**src/rtl/sht_pkg.sv**
```systemverilog
package sht_pkg;
    parameter int TASK_W    = 6;
    parameter int TGT_W     = 4;
    parameter int CONF_W    = 3;
    parameter int MAX_TASKS = 3;

    localparam int CNT_W = $clog2(MAX_TASKS + 1);
    localparam logic [CONF_W-1:0] CONF_MAX = '1;
    localparam logic [CONF_W-1:0] CONF_MID = CONF_W'(1) << (CONF_W - 1);

    typedef struct packed {
        logic              valid;
        logic [TASK_W-1:0] start_t;
        logic [TASK_W-1:0] end_t;
        logic [CNT_W-1:0]  count;
        logic [CONF_W-1:0] conf;
    } sht_entry_t;
endpackage

```
**src/rtl/sht_entry_next.sv**
```systemverilog
module sht_entry_next
    import sht_pkg::*;
(
    input  sht_entry_t          cur,
    input  logic                alloc_hit,
    input  logic [TASK_W-1:0]   alloc_task,
    input  logic                cmt_hit,
    input  logic [TASK_W-1:0]   cmt_task,
    input  logic                app_hit,
    input  logic [TASK_W-1:0]   app_task,
    input  logic                app_likely,
    input  logic [TGT_W-1:0]    app_tgt,
    input  logic [TGT_W-1:0]    end_tgt,
    output sht_entry_t          nxt,
    output logic                app_ok
);
    sht_entry_t post;

    always_comb begin
        // commit stage first
        post = cur;
        if (cmt_hit && cur.valid) begin
            if (cmt_task == cur.end_t) begin
                if (cur.conf != CONF_MAX)
                    post.conf = cur.conf + CONF_W'(1);
            end else begin
                if (cur.conf != '0)
                    post.conf = cur.conf - CONF_W'(1);
                if (cur.conf <= CONF_W'(1)) begin
                    post.end_t = cur.start_t;
                    post.count = CNT_W'(1);
                end
            end
        end

        // append stage judged on the committed view
        app_ok = app_hit && post.valid && app_likely &&
                 (post.count < CNT_W'(MAX_TASKS)) && (app_tgt < end_tgt);

        nxt = post;
        if (app_ok) begin
            nxt.end_t = app_task;
            nxt.count = post.count + CNT_W'(1);
        end

        if (alloc_hit) begin
            nxt.valid   = 1'b1;
            nxt.start_t = alloc_task;
            nxt.end_t   = alloc_task;
            nxt.count   = CNT_W'(1);
            nxt.conf    = CONF_MID;
            app_ok      = 1'b0;
        end
    end
endmodule

```
**src/rtl/sht_lookup.sv**
```systemverilog
module sht_lookup
    import sht_pkg::*;
#(
    parameter int NUM_ENTRIES = 8,
    localparam int ID_W = $clog2(NUM_ENTRIES)
) (
    input  sht_entry_t          tbl [NUM_ENTRIES],
    input  logic [ID_W-1:0]     rd_id,
    input  logic [CONF_W-1:0]   thresh,
    output logic                rd_valid,
    output logic [TASK_W-1:0]   rd_end,
    output logic [CNT_W-1:0]    rd_count,
    output logic                rd_predict,
    output logic                rd_loop
);
    sht_entry_t sel;

    always_comb begin
        sel        = tbl[rd_id];
        rd_valid   = sel.valid;
        rd_end     = sel.valid ? sel.end_t : '0;
        rd_count   = sel.valid ? sel.count : '0;
        rd_predict = sel.valid && (sel.conf > thresh);
        rd_loop    = sel.valid && (sel.start_t == sel.end_t) &&
                     (sel.count > CNT_W'(1));
    end
endmodule

```
**src/rtl/sht_table.sv**
```systemverilog
module sht_table
    import sht_pkg::*;
#(
    parameter int NUM_ENTRIES = 8,
    localparam int ID_W = $clog2(NUM_ENTRIES)
) (
    input  logic                clk,
    input  logic                rst_n,
    input  logic                alloc_valid,
    input  logic [ID_W-1:0]     alloc_id,
    input  logic [TASK_W-1:0]   alloc_task,
    input  logic                app_valid,
    input  logic [ID_W-1:0]     app_id,
    input  logic [TASK_W-1:0]   app_task,
    input  logic                app_likely,
    input  logic [TGT_W-1:0]    app_tgt_cnt,
    input  logic [TGT_W-1:0]    end_tgt_cnt,
    output logic                app_accept,
    input  logic                cmt_valid,
    input  logic [ID_W-1:0]     cmt_id,
    input  logic [TASK_W-1:0]   cmt_task,
    input  logic [CONF_W-1:0]   pred_thresh,
    input  logic [ID_W-1:0]     lk_id,
    output logic                lk_valid,
    output logic [TASK_W-1:0]   lk_end,
    output logic [CNT_W-1:0]    lk_count,
    output logic                lk_predict,
    output logic                lk_loop
);
    sht_entry_t tbl_q [NUM_ENTRIES];
    sht_entry_t tbl_d [NUM_ENTRIES];
    sht_entry_t nxt_w [NUM_ENTRIES];
    logic [NUM_ENTRIES-1:0] ok_w;

    for (genvar g = 0; g < NUM_ENTRIES; g++) begin : g_entry
        sht_entry_next u_next (
            .cur        (tbl_q[g]),
            .alloc_hit  (alloc_valid && (alloc_id == ID_W'(g))),
            .alloc_task (alloc_task),
            .cmt_hit    (cmt_valid && (cmt_id == ID_W'(g))),
            .cmt_task   (cmt_task),
            .app_hit    (app_valid && (app_id == ID_W'(g))),
            .app_task   (app_task),
            .app_likely (app_likely),
            .app_tgt    (app_tgt_cnt),
            .end_tgt    (end_tgt_cnt),
            .nxt        (nxt_w[g]),
            .app_ok     (ok_w[g])
        );
    end

    always_comb begin
        for (int i = 0; i < NUM_ENTRIES; i++) tbl_d[i] = nxt_w[i];
        app_accept = |ok_w;
    end

    always_ff @(posedge clk or negedge rst_n) begin
        if (!rst_n) begin
            for (int i = 0; i < NUM_ENTRIES; i++) tbl_q[i] <= '0;
        end else begin
            for (int i = 0; i < NUM_ENTRIES; i++) tbl_q[i] <= tbl_d[i];
        end
    end

    sht_lookup #(.NUM_ENTRIES(NUM_ENTRIES)) u_lookup (
        .tbl        (tbl_q),
        .rd_id      (lk_id),
        .thresh     (pred_thresh),
        .rd_valid   (lk_valid),
        .rd_end     (lk_end),
        .rd_count   (lk_count),
        .rd_predict (lk_predict),
        .rd_loop    (lk_loop)
    );

    // trackers for the checks below
    logic              trk_app_q, trk_alloc_q;
    logic [ID_W-1:0]   trk_app_id_q, trk_alloc_id_q;
    logic [TASK_W-1:0] trk_app_task_q, trk_alloc_task_q;

    always_ff @(posedge clk or negedge rst_n) begin
        if (!rst_n) begin
            trk_app_q        <= 1'b0;
            trk_alloc_q      <= 1'b0;
            trk_app_id_q     <= '0;
            trk_alloc_id_q   <= '0;
            trk_app_task_q   <= '0;
            trk_alloc_task_q <= '0;
        end else begin
            trk_app_q        <= app_accept;
            trk_alloc_q      <= alloc_valid;
            trk_app_id_q     <= app_id;
            trk_alloc_id_q   <= alloc_id;
            trk_app_task_q   <= app_task;
            trk_alloc_task_q <= alloc_task;
        end
    end

    AST_ACCEPT_GATE: assert property (@(posedge clk) disable iff (!rst_n)
        app_accept |-> (app_valid && app_likely && (app_tgt_cnt < end_tgt_cnt)));
    AST_APPEND_LANDS: assert property (@(posedge clk) disable iff (!rst_n)
        trk_app_q |-> (tbl_q[trk_app_id_q].end_t == trk_app_task_q &&
                       tbl_q[trk_app_id_q].count >= CNT_W'(2)));
    AST_CNT_RANGE: assert property (@(posedge clk) disable iff (!rst_n)
        lk_valid |-> (lk_count >= CNT_W'(1) && lk_count <= CNT_W'(MAX_TASKS)));
    AST_ALLOC_MID: assert property (@(posedge clk) disable iff (!rst_n)
        trk_alloc_q |-> (tbl_q[trk_alloc_id_q].conf == CONF_MID &&
                         tbl_q[trk_alloc_id_q].end_t == trk_alloc_task_q));
    AST_ALLOC_BLOCKS: assert property (@(posedge clk) disable iff (!rst_n)
        (alloc_valid && app_valid && alloc_id == app_id) |-> !app_accept);
    AST_PRED_VALID: assert property (@(posedge clk) disable iff (!rst_n)
        (lk_predict || lk_loop) |-> lk_valid);
endmodule

```
**config.mk**
```make
export PLATFORM = sky130hd
export DESIGN_NAME = sht_table
export DESIGN_NICKNAME = d
export VERILOG_FILES = /design/src/rtl/sht_pkg.sv /design/src/rtl/sht_entry_next.sv /design/src/rtl/sht_lookup.sv /design/src/rtl/sht_table.sv
export SDC_FILE = /design/constraint.sdc
export NUM_CORES = 1
export LEC_CHECK = 0
export ABC_AREA = 1
export BUFFER_PORTS_ARGS = -buffer_cell sky130_fd_sc_hd__buf_2
export CORE_UTILIZATION = 30
export CTS_CLUSTER_DIAMETER = 50
export DETAILED_ROUTE_END_ITERATION = 8
export SLEW_MARGIN = 30
export SYNTH_ARGS = -nofsm -noshare
export SYNTH_HDL_FRONTEND = slang
export SYNTH_SLANG_ARGS = --single-unit
```
**constraint.sdc**
```tcl
create_clock -name clk -period 2.7 [get_ports clk]
set_input_delay 0.27 -clock clk [delete_from_list [all_inputs] [get_ports clk]]
set_output_delay 0.27 -clock clk [all_outputs]
set_load 0.01 [all_outputs]
```
==> impl_metrics.csv <==
group,metric,value,unit
yosys,synth_enable_flop_cells,0,
pwr,power.combinational.fraction,37.3,%
timing,fmaxAchievable,342,MHz
place,placed_cells,2280,
cells_and_area,largest_register_ffs,144,
timing,timing.final.setup_violations,1,
detailed_routing,finalWirelength,43900,um
grt,antenna_found_initial,3,
floorplan,die_x,196,um
cells_and_area,antenna_cells_inserted,0,
timing,timing.max_slew.rel_slack,52.4,%
yosys,synth.yosys.seq_area_share,32.0,%
grt,global_route.overflow_total,0,
critical_path,regToRegEndpoint,"tbl_q[76]$_DFF_PN0_",
grt,grt_first_pass_wirelength,67200,um
clock_network,cts_tree,"built",
critical_path,setup.worst_path.end,"app_accept",
critical_path,cp-startpoint,"tbl_q[73]$_DFFE_PN0P_",
pwr,cellLeakagePower,7.51,nW
place,dpl_cell_area,12900,um^2
worst_hold_path,timing.hold.worst.class,"input port to register",
cells_and_area,drive_gt1_share,26.1,%
pwr,internal-power,5.26,mW
cells_and_area,layout.cells.non_filler,2359,
yosys,syn-num-nets,1775,
detailed_routing,ant_nets,0,
critical_path,crit_path_start_kind,"register",
critical_path,worstPathMaxFanout,3,
run,maxCapViolCount,0,
timing,worst-slew-pin-transition,0.713,ns
timing,timing.clock.skew,0.00740,ns
clock_network,cts.htree.levels,4,
cells_and_area,total_area_of_multi_input_combinational_cells,6770,um^2
timing,postLayoutSetupSlackWorst,-0.224,ns
pwr,power.ir.vdd_worst,450,uV
detailed_routing,drc_errors,0,
yosys,post_synth_inst_count,1674,
yosys,synth.avg_cell_area,6.73,um^2
critical_path,reg2reg_from,"tbl_q[73]$_DFFE_PN0P_",
cells_and_area,final_design_area_no_fill,14200,um^2
timing,final-max-slew-violation-count,0,
detailed_routing,drt_iter0_drc,1295,
place,finalWeightedCongestion,0.940,
floorplan,dieArea,38300,um^2
grt,first_global_vias,11300,
critical_path,worstPathArrival,2.65,ns
yosys,synthesis.area,11300,um^2
critical_path,timing.critical_path.required,2.43,ns
critical_path,endpoint_kind,"output port",
pwr,share_seq_of_total_power,35.0,%
timing,final.period_utilization,108,%
yosys,yosys.cell_types.count,42,
yosys,async_set_or_reset_register_ratio_after_synthesis,100,%
critical_path,worst-r2r-cell-count,17,
timing,hold_viol,0,
clock_network,tritoncts.num_buffers,17,
floorplan,fp-row-count,70,
place,hpwlAfterDp,32400,um
cells_and_area,register_with_the_highest_flop_count,"tbl_q",
detailed_routing,wire_per_inst,18.6,um
floorplan,ios,59,
grt,groute.usage.overall,23.4,%
place,port_buffers,58,
clock_network,worstSkewPairLatency,0.44,ns
grt,grt_max_degree,57,
cells_and_area,syn_to_final_growth,26.6,%
cells_and_area,num-nets-final,1980,
yosys,flip_flop_and_latch_count_after_synthesis,144,
floorplan,fp.coreArea,36800,um^2
critical_path,rrSetupSlack,0.11,ns
status,outcome,"finished, violations left",
clock_network,worst_setup_hold_path_clk_slew,0.07,ns
critical_path,crit_type,"register to output port",
cells_and_area,largestRegisters,"tbl_q x144",
pwr,power.share.clock,27.7,%
clock_network,tritoncts_num_sinks,144,
pwr,power.density_cell_area,607,nW/um^2
yosys,ys_dominant_reg_cell,"dfrtp_1",
timing,rsz0062_at_grt,"true",
detailed_routing,dr.pass1.iters,6,
clock_network,root_buffer,"clkbuf_16",
timing,post-route-min-period,2.92,ns
status,failing_checks,"setup timing",
detailed_routing,drt-vias-per-instance,5.10,
cells_and_area,num-fill-cells,3880,
worst_hold_path,hold_depth,3,
yosys,synth-warning-count,0,
floorplan,die_height,196,um
cells_and_area,seq_area,3620,um^2
floorplan,initial_core_util,30.6,%
detailed_routing,routed-via-count,12000,
pwr,switching_share,39.1,%
pwr,netSwitchingPower,3.39,mW
clock_network,cts.path.max_buffers,2,
[logic make-up (layout without fill, tap and decap cells)]
group / count (synthesis) / after routing / share of synthesized area, %
adders and majority gates: 54 / 54 / 6.00
DFF: 144 / 144 / 32.0
buffers and inverters: 290 / 507 / 10.9
and+or+nand+nor: 929 / 929 / 37.7
AOI/OAI and AO/OA: 248 / 248 / 12.7
xor gates and xnor gates: 9 / 9 / 0.700
[how the worst min path moves through the flow]
| stage | from | end | slack, ns |
|---|---|---|---|
| floorplan | rst_n | tbl_q[0]$_DFFE_PN0P_ | -0.03 |
| global placement | rst_n | tbl_q[118]$_DFFE_PN0P_ | 0.29 |
| detailed placement | rst_n | tbl_q[127]$_DFFE_PN0P_ | 0.29 |
| CTS | alloc_task[5] | tbl_q[124]$_DFFE_PN0P_ | 0.09 |
| global route | alloc_task[5] | tbl_q[124]$_DFFE_PN0P_ | 0.13 |
| finish | alloc_task[5] | tbl_q[124]$_DFFE_PN0P_ | 0.09 |
[layout make-up]
cell class,count,share of cell area (%)
well taps,468,4.11
flip-flops and latches,144,25.4
repair buffers,242,12.7
clock inverters,10,0.799
inverters,234,6.35
clock buffers,21,3.16
multi-input cells,1240,47.5
[power by group through the flow]
stage          clock, mW  sequential (mW)  combinational, mW
2_1_floorplan          0             2.91               1.93
3_3_place_gp           0             3.04               2.83
3_5_place_dp           0             3.05               2.87
4_1_cts             2.42             3.02               3.07
5_1_grt             2.50             3.09               3.58
6_report            2.39             3.03               3.23
[routing by layer]
metal / vias to the layer above / routed length (um) / GRT usage, %
met4: 4 / 1940 / 10.4
met1: 5702 / 19000 / 32.0
li1: 5738 / - / -
met5: - / 25 / 0
met2: 488 / 19400 / 36.2
met3: 99 / 3580 / 4.01
[worst max-delay path, stage by stage, from the launching register on]
cell and delay [ns]:
dfrtp_1 0.40, inv_2 0.10, ha_4 0.14, a21oi_2 0.03, nor3_2 0.22, nand2_4 0.09
nand2_2 0.06, inv_1 0.04, ha_2 0.17, nand3b_1 0.17, nor2_2 0.15, nand4_1 0.22
nand2_2 0.15, nor3_2 0.05, nand2_1 0.09, buf_2 0.13
[cell usage in the layout (no fill, tap or decap), drive strengths merged, types with 5 or more instances in the layout]
cell type / instances
dfrtp: 144
o211ai: 7
clkbuf: 21
nand2: 525
a21oi: 108
ha: 54
or2: 7
nand3: 155
inv: 231
o21bai: 40
buf: 241
clkinvlp: 5
nor2: 186
xnor2: 8
nand4: 33
o21ai: 86
clkinv: 6
nor3: 16
nand3b: 7
[cell usage after synthesis, types with 8 or more instances]
library cell,count,share of area (%)
nor2_4,10,1.0
nand2_2,34,1.9
nand3_2,18,1.6
xnor2_1,8,0.62
dfrtp_1,144,32
buf_6,8,0.80
o21bai_1,40,2.7
nor3_1,10,0.44
nor2_2,17,0.94
o21ai_1,40,1.8
a21oi_1,101,4.5
nand3_1,134,6.0
clkbuf_1,9,0.30
inv_1,199,6.6
ha_1,54,6.0
nand4_1,32,1.8
o21ai_0,46,2.0
buf_2,27,1.2
nand2_1,485,16
inv_2,27,0.90
nor2_1,159,5.3
[per-stage QoR]
| stage | hold slack, ns | worst slack (ns) | power, mW | utilization (%) | TNS [ns] |
|---|---|---|---|---|---|
| CTS | 0.0918 | -0.171 | 8.50 | 38.1 | -0.363 |
| global placement | 0.288 | -0.122 | 5.87 | 35.1 | -1.04 |
| detailed placement | 0.294 | -0.188 | 5.93 | 35.1 | -1.55 |
| finish | 0.0905 | -0.224 | 8.65 | 38.7 | -0.224 |
| floorplan | -0.0256 | 0.335 | 4.85 | - | 0 |
| global route | 0.127 | -0.381 | 9.18 | 38.7 | -0.381 |
[repair_timing]
| action | in CTS | in global routing |
|---|---|---|
| setup buffers | 41 | 19 |
| gates resized for setup | 73 | 50 |
| hold endpoints to repair | 54 | 0 |
| pin swaps | 44 | 35 |
| hold buffers | 1 | 0 |
| setup endpoints to repair | 2 | 29 |
Power figures use the tool's default switching activity.
